`src/rtl/spi_expander_reader.sv`:
```
module spi_expander_reader #(
  parameter int CLK_DIV = 8
) (
  input  logic       clk,
  input  logic       rst,
  input  logic       start,
  input  logic [2:0] hw_addr,
  input  logic [7:0] reg_addr,
  output logic       busy,
  output logic       done,
  output logic [7:0] rd_data,
  output logic       spi_cs_n,
  output logic       spi_sck,
  output logic       spi_mosi,
  input  logic       spi_miso
);

  localparam int HALF      = CLK_DIV / 2;
  localparam int TW        = (HALF > 2) ? $clog2(HALF) : 1;
  localparam int CMD_BITS  = 16;
  localparam int DATA_BITS = 8;
  localparam int TOT_BITS  = CMD_BITS + DATA_BITS;
  localparam int BW        = $clog2(TOT_BITS + 1);

  typedef enum logic [1:0] {S_IDLE, S_SETUP, S_SHIFT, S_TAIL} state_t;

  state_t                 st;
  logic [TW-1:0]          tmr;
  logic [BW-1:0]          bitn;
  logic [TOT_BITS-1:0]    tx;
  logic [DATA_BITS-1:0]   rx;
  logic [TOT_BITS-1:0]    frame;

  wire tick = (tmr == TW'(HALF - 1));
  assign frame = {4'b0100, hw_addr, 1'b1, reg_addr, {DATA_BITS{1'b0}}};
  assign busy  = (st != S_IDLE);

  always_ff @(posedge clk) begin
    if (rst) begin
      st       <= S_IDLE;
      tmr      <= '0;
      bitn     <= '0;
      tx       <= '0;
      rx       <= '0;
      spi_sck  <= 1'b0;
      spi_cs_n <= 1'b1;
      spi_mosi <= 1'b0;
      done     <= 1'b0;
      rd_data  <= '0;
    end else begin
      done <= 1'b0;
      case (st)
        S_IDLE: begin
          if (start) begin
            st       <= S_SETUP;
            spi_cs_n <= 1'b0;
            tmr      <= '0;
            bitn     <= '0;
            tx       <= frame;
            spi_mosi <= frame[TOT_BITS-1];
          end
        end
        S_SETUP: begin
          if (tick) begin
            tmr     <= '0;
            spi_sck <= 1'b1;
            st      <= S_SHIFT;
          end else begin
            tmr <= tmr + 1'b1;
          end
        end
        S_SHIFT: begin
          if (tick) begin
            tmr <= '0;
            if (spi_sck) begin
              spi_sck <= 1'b0;
              if (bitn == BW'(TOT_BITS - 1)) begin
                st       <= S_TAIL;
                spi_mosi <= 1'b0;
              end else begin
                bitn     <= bitn + 1'b1;
                tx       <= tx << 1;
                spi_mosi <= tx[TOT_BITS-2];
              end
            end else begin
              spi_sck <= 1'b1;
              if (bitn >= BW'(CMD_BITS))
                rx <= {rx[DATA_BITS-2:0], spi_miso};
            end
          end else begin
            tmr <= tmr + 1'b1;
          end
        end
        default: begin
          if (tick) begin
            tmr      <= '0;
            spi_cs_n <= 1'b1;
            done     <= 1'b1;
            rd_data  <= rx;
            st       <= S_IDLE;
          end else begin
            tmr <= tmr + 1'b1;
          end
        end
      endcase
    end
  end

  AST_SCK_UNDER_CS: assert property (@(posedge clk) disable iff (rst)
    spi_sck |-> !spi_cs_n);

  AST_MOSI_STEADY: assert property (@(posedge clk) disable iff (rst)
    spi_sck |-> $stable(spi_mosi));

  AST_DONE_SINGLE: assert property (@(posedge clk) disable iff (rst)
    done |=> !done);

  AST_DONE_CLOSES: assert property (@(posedge clk) disable iff (rst)
    done |-> (spi_cs_n && !busy));

  AST_RDATA_HOLD: assert property (@(posedge clk) disable iff (rst)
    (!done && !$past(rst)) |-> $stable(rd_data));

  AST_IDLE_LINES: assert property (@(posedge clk) disable iff (rst)
    !busy |-> (spi_cs_n && !spi_sck && !spi_mosi));

endmodule

```
`config.mk`:
```
export PLATFORM = sky130hd
export DESIGN_NAME = spi_expander_reader
export DESIGN_NICKNAME = d
export VERILOG_FILES = /design/src/rtl/spi_expander_reader.sv
export SDC_FILE = /design/constraint.sdc
export NUM_CORES = 1
export LEC_CHECK = 0
export ABC_AREA = 1
export ABC_CLOCK_PERIOD_IN_PS = 3950
export CORE_MARGIN = 1.5
export CORE_UTILIZATION = 30
export CTS_BUF_LIST = sky130_fd_sc_hd__clkbuf_4 sky130_fd_sc_hd__clkbuf_8
export DETAILED_ROUTE_END_ITERATION = 8
export DONT_BUFFER_PORTS = 1
export SYNTH_ARGS = -nofsm -noshare
export SYNTH_HDL_FRONTEND = slang
export SYNTH_SLANG_ARGS = --single-unit
```
`constraint.sdc`:
```
create_clock -name clk -period 3.95 [get_ports clk]
set_clock_uncertainty 0.15 [all_clocks]
set_input_delay 0 -clock clk [delete_from_list [all_inputs] [get_ports clk]]
set_output_delay 0 -clock clk [all_outputs]
set_load 0.1 [all_outputs]
```
# Yosys cells after proc, flatten, opt, wreduce, memory -nomap -nowiden
# Cells that the tools add are included.
[classes]
mux = 31
n_bitwise = 3
order_cmp = 1
addsub = 2
n_reduce_logical = 15
eq_ne = 10
[ops]
columns = ["operator", "n"]
rows = [
  ["$mux W23", 4],
  ["$pmux W23 S2", 1],
  ["$mux W5", 4],
  ["$mux W2", 9],
  ["$ne A2 B2 Y1 const B", 6],
  ["$pmux W5 S2", 1],
  ["$mux W1", 8],
  ["$reduce_and A4 Y1", 2],
  ["$reduce_bool A2 Y1", 4],
  ["$pmux W1 S2", 3],
  ["$pmux W2 S3", 1],
  ["$reduce_and A3 Y1", 2],
  ["$reduce_and A6 Y1", 1],
  ["$add A5 B1 Y5 const B", 1],
  ["$eq A5 B5 Y1 const B", 1],
  ["$ge A5 B5 Y1 const B", 1],
  ["$reduce_and A5 Y1", 1],
  ["$eq A2 B2 Y1 const B", 2],
  ["$reduce_or A4 Y1", 1],
  ["$not A1 Y1", 3],
  ["$reduce_or A3 Y1", 1],
  ["$add A2 B1 Y2 const B", 1],
  ["$eq A2 B1 Y1 const B", 1],
  ["$logic_not A2 Y1", 1],
  ["other kinds (2)", 2],
]
[word_totals]
elab_cells = 72
reg_bits = 52
inputBits = 15

# Logic depth before layout (Yosys ltp)
[depth]
word_depth = 5
ltp_mapped = 11
depth_no_buf = 10

# Least setup slack after synthesis
# OpenSTA, ideal clock, no wires.
[synth_timing]
path_kind = "register -> register"
startpoint = "register spi_sck"
endpoint = "register bitn[1]"
path_stages_with_launch = 9
required_time_ns = 3.686
synth_period_minus_slack_ns = 2.165
arrival_ns = 1.901
setup_time_ns = 0.114
path_slack_ns = 1.785
cell_sequence = "dfxtp_1 inv_1 nand2_1 nand2_4 nor2_8 nand2_2 buf_6 a21oi_1 nor2_1"
[synth_via]
elab_chain_len = 2
[synth_rtl]
columns = ["item", "line_no", "source"]
rows = [
  ["start, declared", "13", "output logic spi_sck,"],
  ["start signal, assigned", "45", "spi_sck <= 1'b0;"],
  ["start signal, assigned", "66", "spi_sck <= 1'b1;"],
  ["start signal, assigned", "76", "spi_sck <= 1'b0;"],
  ["$ne A2 B2 Y1 (no line)", "n/a", ""],
  ["$reduce_and A5 Y1 (no line)", "n/a", ""],
  ["end signal, assigned", "81", "bitn <= bitn + 1'b1;"],
  ["end, declared", "29", "logic [BW-1:0] bitn;"],
]
# Every way passes these cells.
# A chain may end at the register's enable or synchronous reset.

# Worst setup path after layout
[layout_timing]
startpoint = "register st[0]"
endpoint = "register tx[14]"
[layout_via]
elab_chain_len = 3
[layout_rtl]
columns = ["item", "line_no", "source"]
rows = [
  ["start, declared", "27", "state_t st;"],
  ["start signal, assigned", "40", "st <= S_IDLE;"],
  ["start signal, assigned", "55", "st <= S_SETUP;"],
  ["start signal, assigned", "67", "st <= S_SHIFT;"],
  ["$eq A2 B2 Y1 or $logic_not A2 Y1 (tied branches)", "52", "case (st)"],
  ["$ne A2 B2 Y1 (no line) or $reduce_bool A2 Y1 (tied branches)", "n/a", ""],
  ["$reduce_and A5 Y1 (no line)", "n/a", ""],
  ["end signal, assigned", "59", "tx <= frame;"],
  ["end signal, assigned", "82", "tx <= tx << 1;"],
  ["end, declared", "30", "logic [TOT_BITS-1:0] tx;"],
]
# Several ways; a longest one is shown, not always the timed one.

==> results.md <==
- DRC: 0
- Avg Cell Area, Syn: ~7.3 sq um
- Buf/Inv on CP: 3
- First-pass GRT wire length: roughly 7600 microns
- Top FF cell, synth: dfxtp_1
- CTS clock-pin slew for the worst setup and hold paths: approximately 0.080 ns
- Power Dens Cells: 658 nW/um^2
- PnR worst setup slack: around 1.1 ns
- Sinks on Clock Net: 44
- Chip Height: between 80 and 90 microns
- Type of the worst setup path: flip-flop to flip-flop
- Worst slew pin tran: 0.972 ns
- Clock insertion delay at the later pin of the skew report: just under 0.3 ns
- Clock root cell: clkbuf_8
- CP max stage cell: ha_1
- Clock network fraction of total power: 17.6%
- Fmax achieved: 355 MHz
- Switch share: 44.5%
- Die Area: 7490 sq um
- Share of post-route cells with drive strength above 1: 12.7%
- Cells after Synth: 288
- Internal power: between 0.8 and 0.9 mW
- CTS Buf Count: 5
- Synthesized Nets: 309
- Status: completed
- Worst path cell trace: inv_1 > ha_1 > inv_2 > nand2_2 > nand2_4 > nor2_8 > nand2_2 > inv_2 > nor2_2 > nor2_2
- Vias in the first global route: 1631
- Largest net degree at the start of global routing: 37
- Post-DRT Antenna Nets: 0
- Design Power: 1.55 mW
- Routability cong.: ~0.81
- Post-synth cell types: 24
- Min Tclk post-route: 2.82 ns
- Unrepaired setup endpoints after global routing: no
- # rows: 30
- Area of the multi-input gates: 1060 sq um
- Most frequent cells in the layout: nor2_1, nand2_1, dfxtp_1, nand3_1, o21ai_0
- Crit path DAT: a little under 3 ns
- Startpoint types: flip-flop
- CTS Buffer Depth: 2
- IO Pins: 28
- Post-route setup TNS: 0 ns
- Yosys Warn Count: 0
- Total net switching power: 0.690 mW
- Ys async rst share: 0%
- Synth Cell Area: 2090 sq um
- Logic pwr share: 41.8%
- FF+latch area: 881 sq um
- All-Layer GR Usage: 12.7%
- Pre-Repair DR Iteration Count: 5
- CP Capture Type: flip-flop
- Fillers: 736
- Worst path top cell family by delay: simple AND/OR/NAND/NOR gates
- Seq/Total Area, Yosys: 42.1%
- Pre-CTS setup slack: around 1.1 ns
- GRT Residual Overflow: 0
- Peak supply drop: 0.000280 V
- Wire per inst: 11.7 microns
- Via Count: ~1800
- Final WL: 4420 microns
- Fin. Hold Viols: 0
- DR iter-0 viols: 65
- H-tree levels: 2
- Most common cell after layout, fill and taps aside: nor2_1
- Layout area overhead: 12.4%
- #FFs+latches synth: 44
- Slew Viols, Final: 0
- Fin cells: 379
- Placed instance count: 358
- Final worst-path cycle share: 71.4%
- Initial antenna violation count: 0
- Final Core Density: 34.8%
- Max_slew headroom: 35.1%
- Final setup vio count: 0
- Post_cts resized: 0
- Register share of total power: 40.6%
- Initial Util: 31.0%
- Vias/cell: 4.73
- Port bufs: 0
- Leakage: 1.02 nW
- Hold Path Class: input pin to flip-flop
- TritonCTS clock tree: done
- Crit path required time: 4.03 ns
- Diode count: 0
- DIE WIDTH: 86.6 microns
- Max cap viols: 0
- Post-DP HPWL: between 2000 and 3000 microns
- Slowest cell delay on critical path: 0.69 ns
- EDFF count, synth: 0
- Crit Path Max Fanout: 22
- Core ar.: 6760 sq um
- Nets: 320
==> kinds of logic after synthesis <==
logic type	Yosys count	share of synthesized area [%]
adder cells (fa/ha/maj)	6	3.58
AND/OR/NAND/NOR	161	35.1
buffers and inverters	33	7.29
AO/OA/AOI/OAI	44	11.9
flip-flops	44	42.1
==> sequential cells by signal, summed over array words and instances (netlist names) <==
name,count
st,2
bitn,5
rx,8
done,1
tmr,2
tx,15
rd_data,8
spi_cs_n,1
spi_sck,1
spi_mosi,1
==> per-stage QoR <==
| step | cell area (sq um) | hold WS, ns |
|---|---|---|
| after floorplan | 2090 | -0.0151 |
| after global placement | 2130 | -0.0790 |
| after detailed placement | 2130 | -0.0769 |
| after CTS | 2350 | 0.236 |
| after global routing | 2350 | 0.279 |
| final | 2350 | 0.233 |
==> routing by layer <==
layer / vias to the layer above / track usage, % / share of wire [%]
met4: 0 / 4.84 / 1.4
met1: 825 / 16.2 / 47
met5: - / 0 / 0
met3: 6 / 3.24 / 4.2
li1: 937 / - / -
met2: 24 / 20.6 / 48
==> worst paths after layout <==
kind | from | endpoint | slack (ns) | cells after the start
setup / recovery | st[0] | tx[14] | 1.13 | 10
setup reg to reg | st[0] | tx[14] | 1.13 | 10
hold reg to reg | tx[8] | tx[8] | 0.32 | 2
hold / removal | rst | st[1] | 0.23 | 3
==> synth_stat cells (3+ instances only) <==
cell	instances	area, sq um
nor2_1	54	203
nand2_1	53	199
dfxtp_1	44	881
nand3_1	24	120
o21ai_0	21	105
nor2_2	20	125
inv_1	17	63.8
a21oi_1	11	55.1
a21boi_0	10	75.1
ha_1	6	75.1
buf_2	5	25.0
inv_2	4	15.0
nand2_2	3	18.8
==> power groups by stage <==
stage               clock (mW)  combinational [mW]  sequential [mW]
floorplan                    0               0.590            0.626
detailed placement           0               0.637            0.638
global placement             0               0.622            0.638
finish                   0.272               0.647            0.629
CTS                      0.283               0.652            0.629
global route             0.298               0.737            0.638
==> repair_timing <==
| action | in CTS | in global routing |
|---|---|---|
| setup buffers | 0 | 0 |
| hold endpoints to repair | 21 | 0 |
| hold buffers | 14 | 0 |
==> worst register-to-register path, cell delays in order, from the launching register on <==
cell	delay [ns]
dfxtp_1	0.34
inv_1	0.09
ha_1	0.69
inv_2	0.31
nand2_2	0.17
nand2_4	0.08
nor2_8	0.23
nand2_2	0.21
inv_2	0.32
nor2_2	0.07
nor2_2	0.10
==> area by class of cell <==
type / instances / area share (%)
clock buffers: 6 / 3.24
clock inverters: 1 / 0.213
inverters: 22 / 3.51
multi-input cells: 211 / 45.1
flip-flops and latches: 44 / 37.4
well taps: 80 / 4.25
repair buffers: 15 / 6.27
No activity file was read; power rests on OpenSTA's default activity.
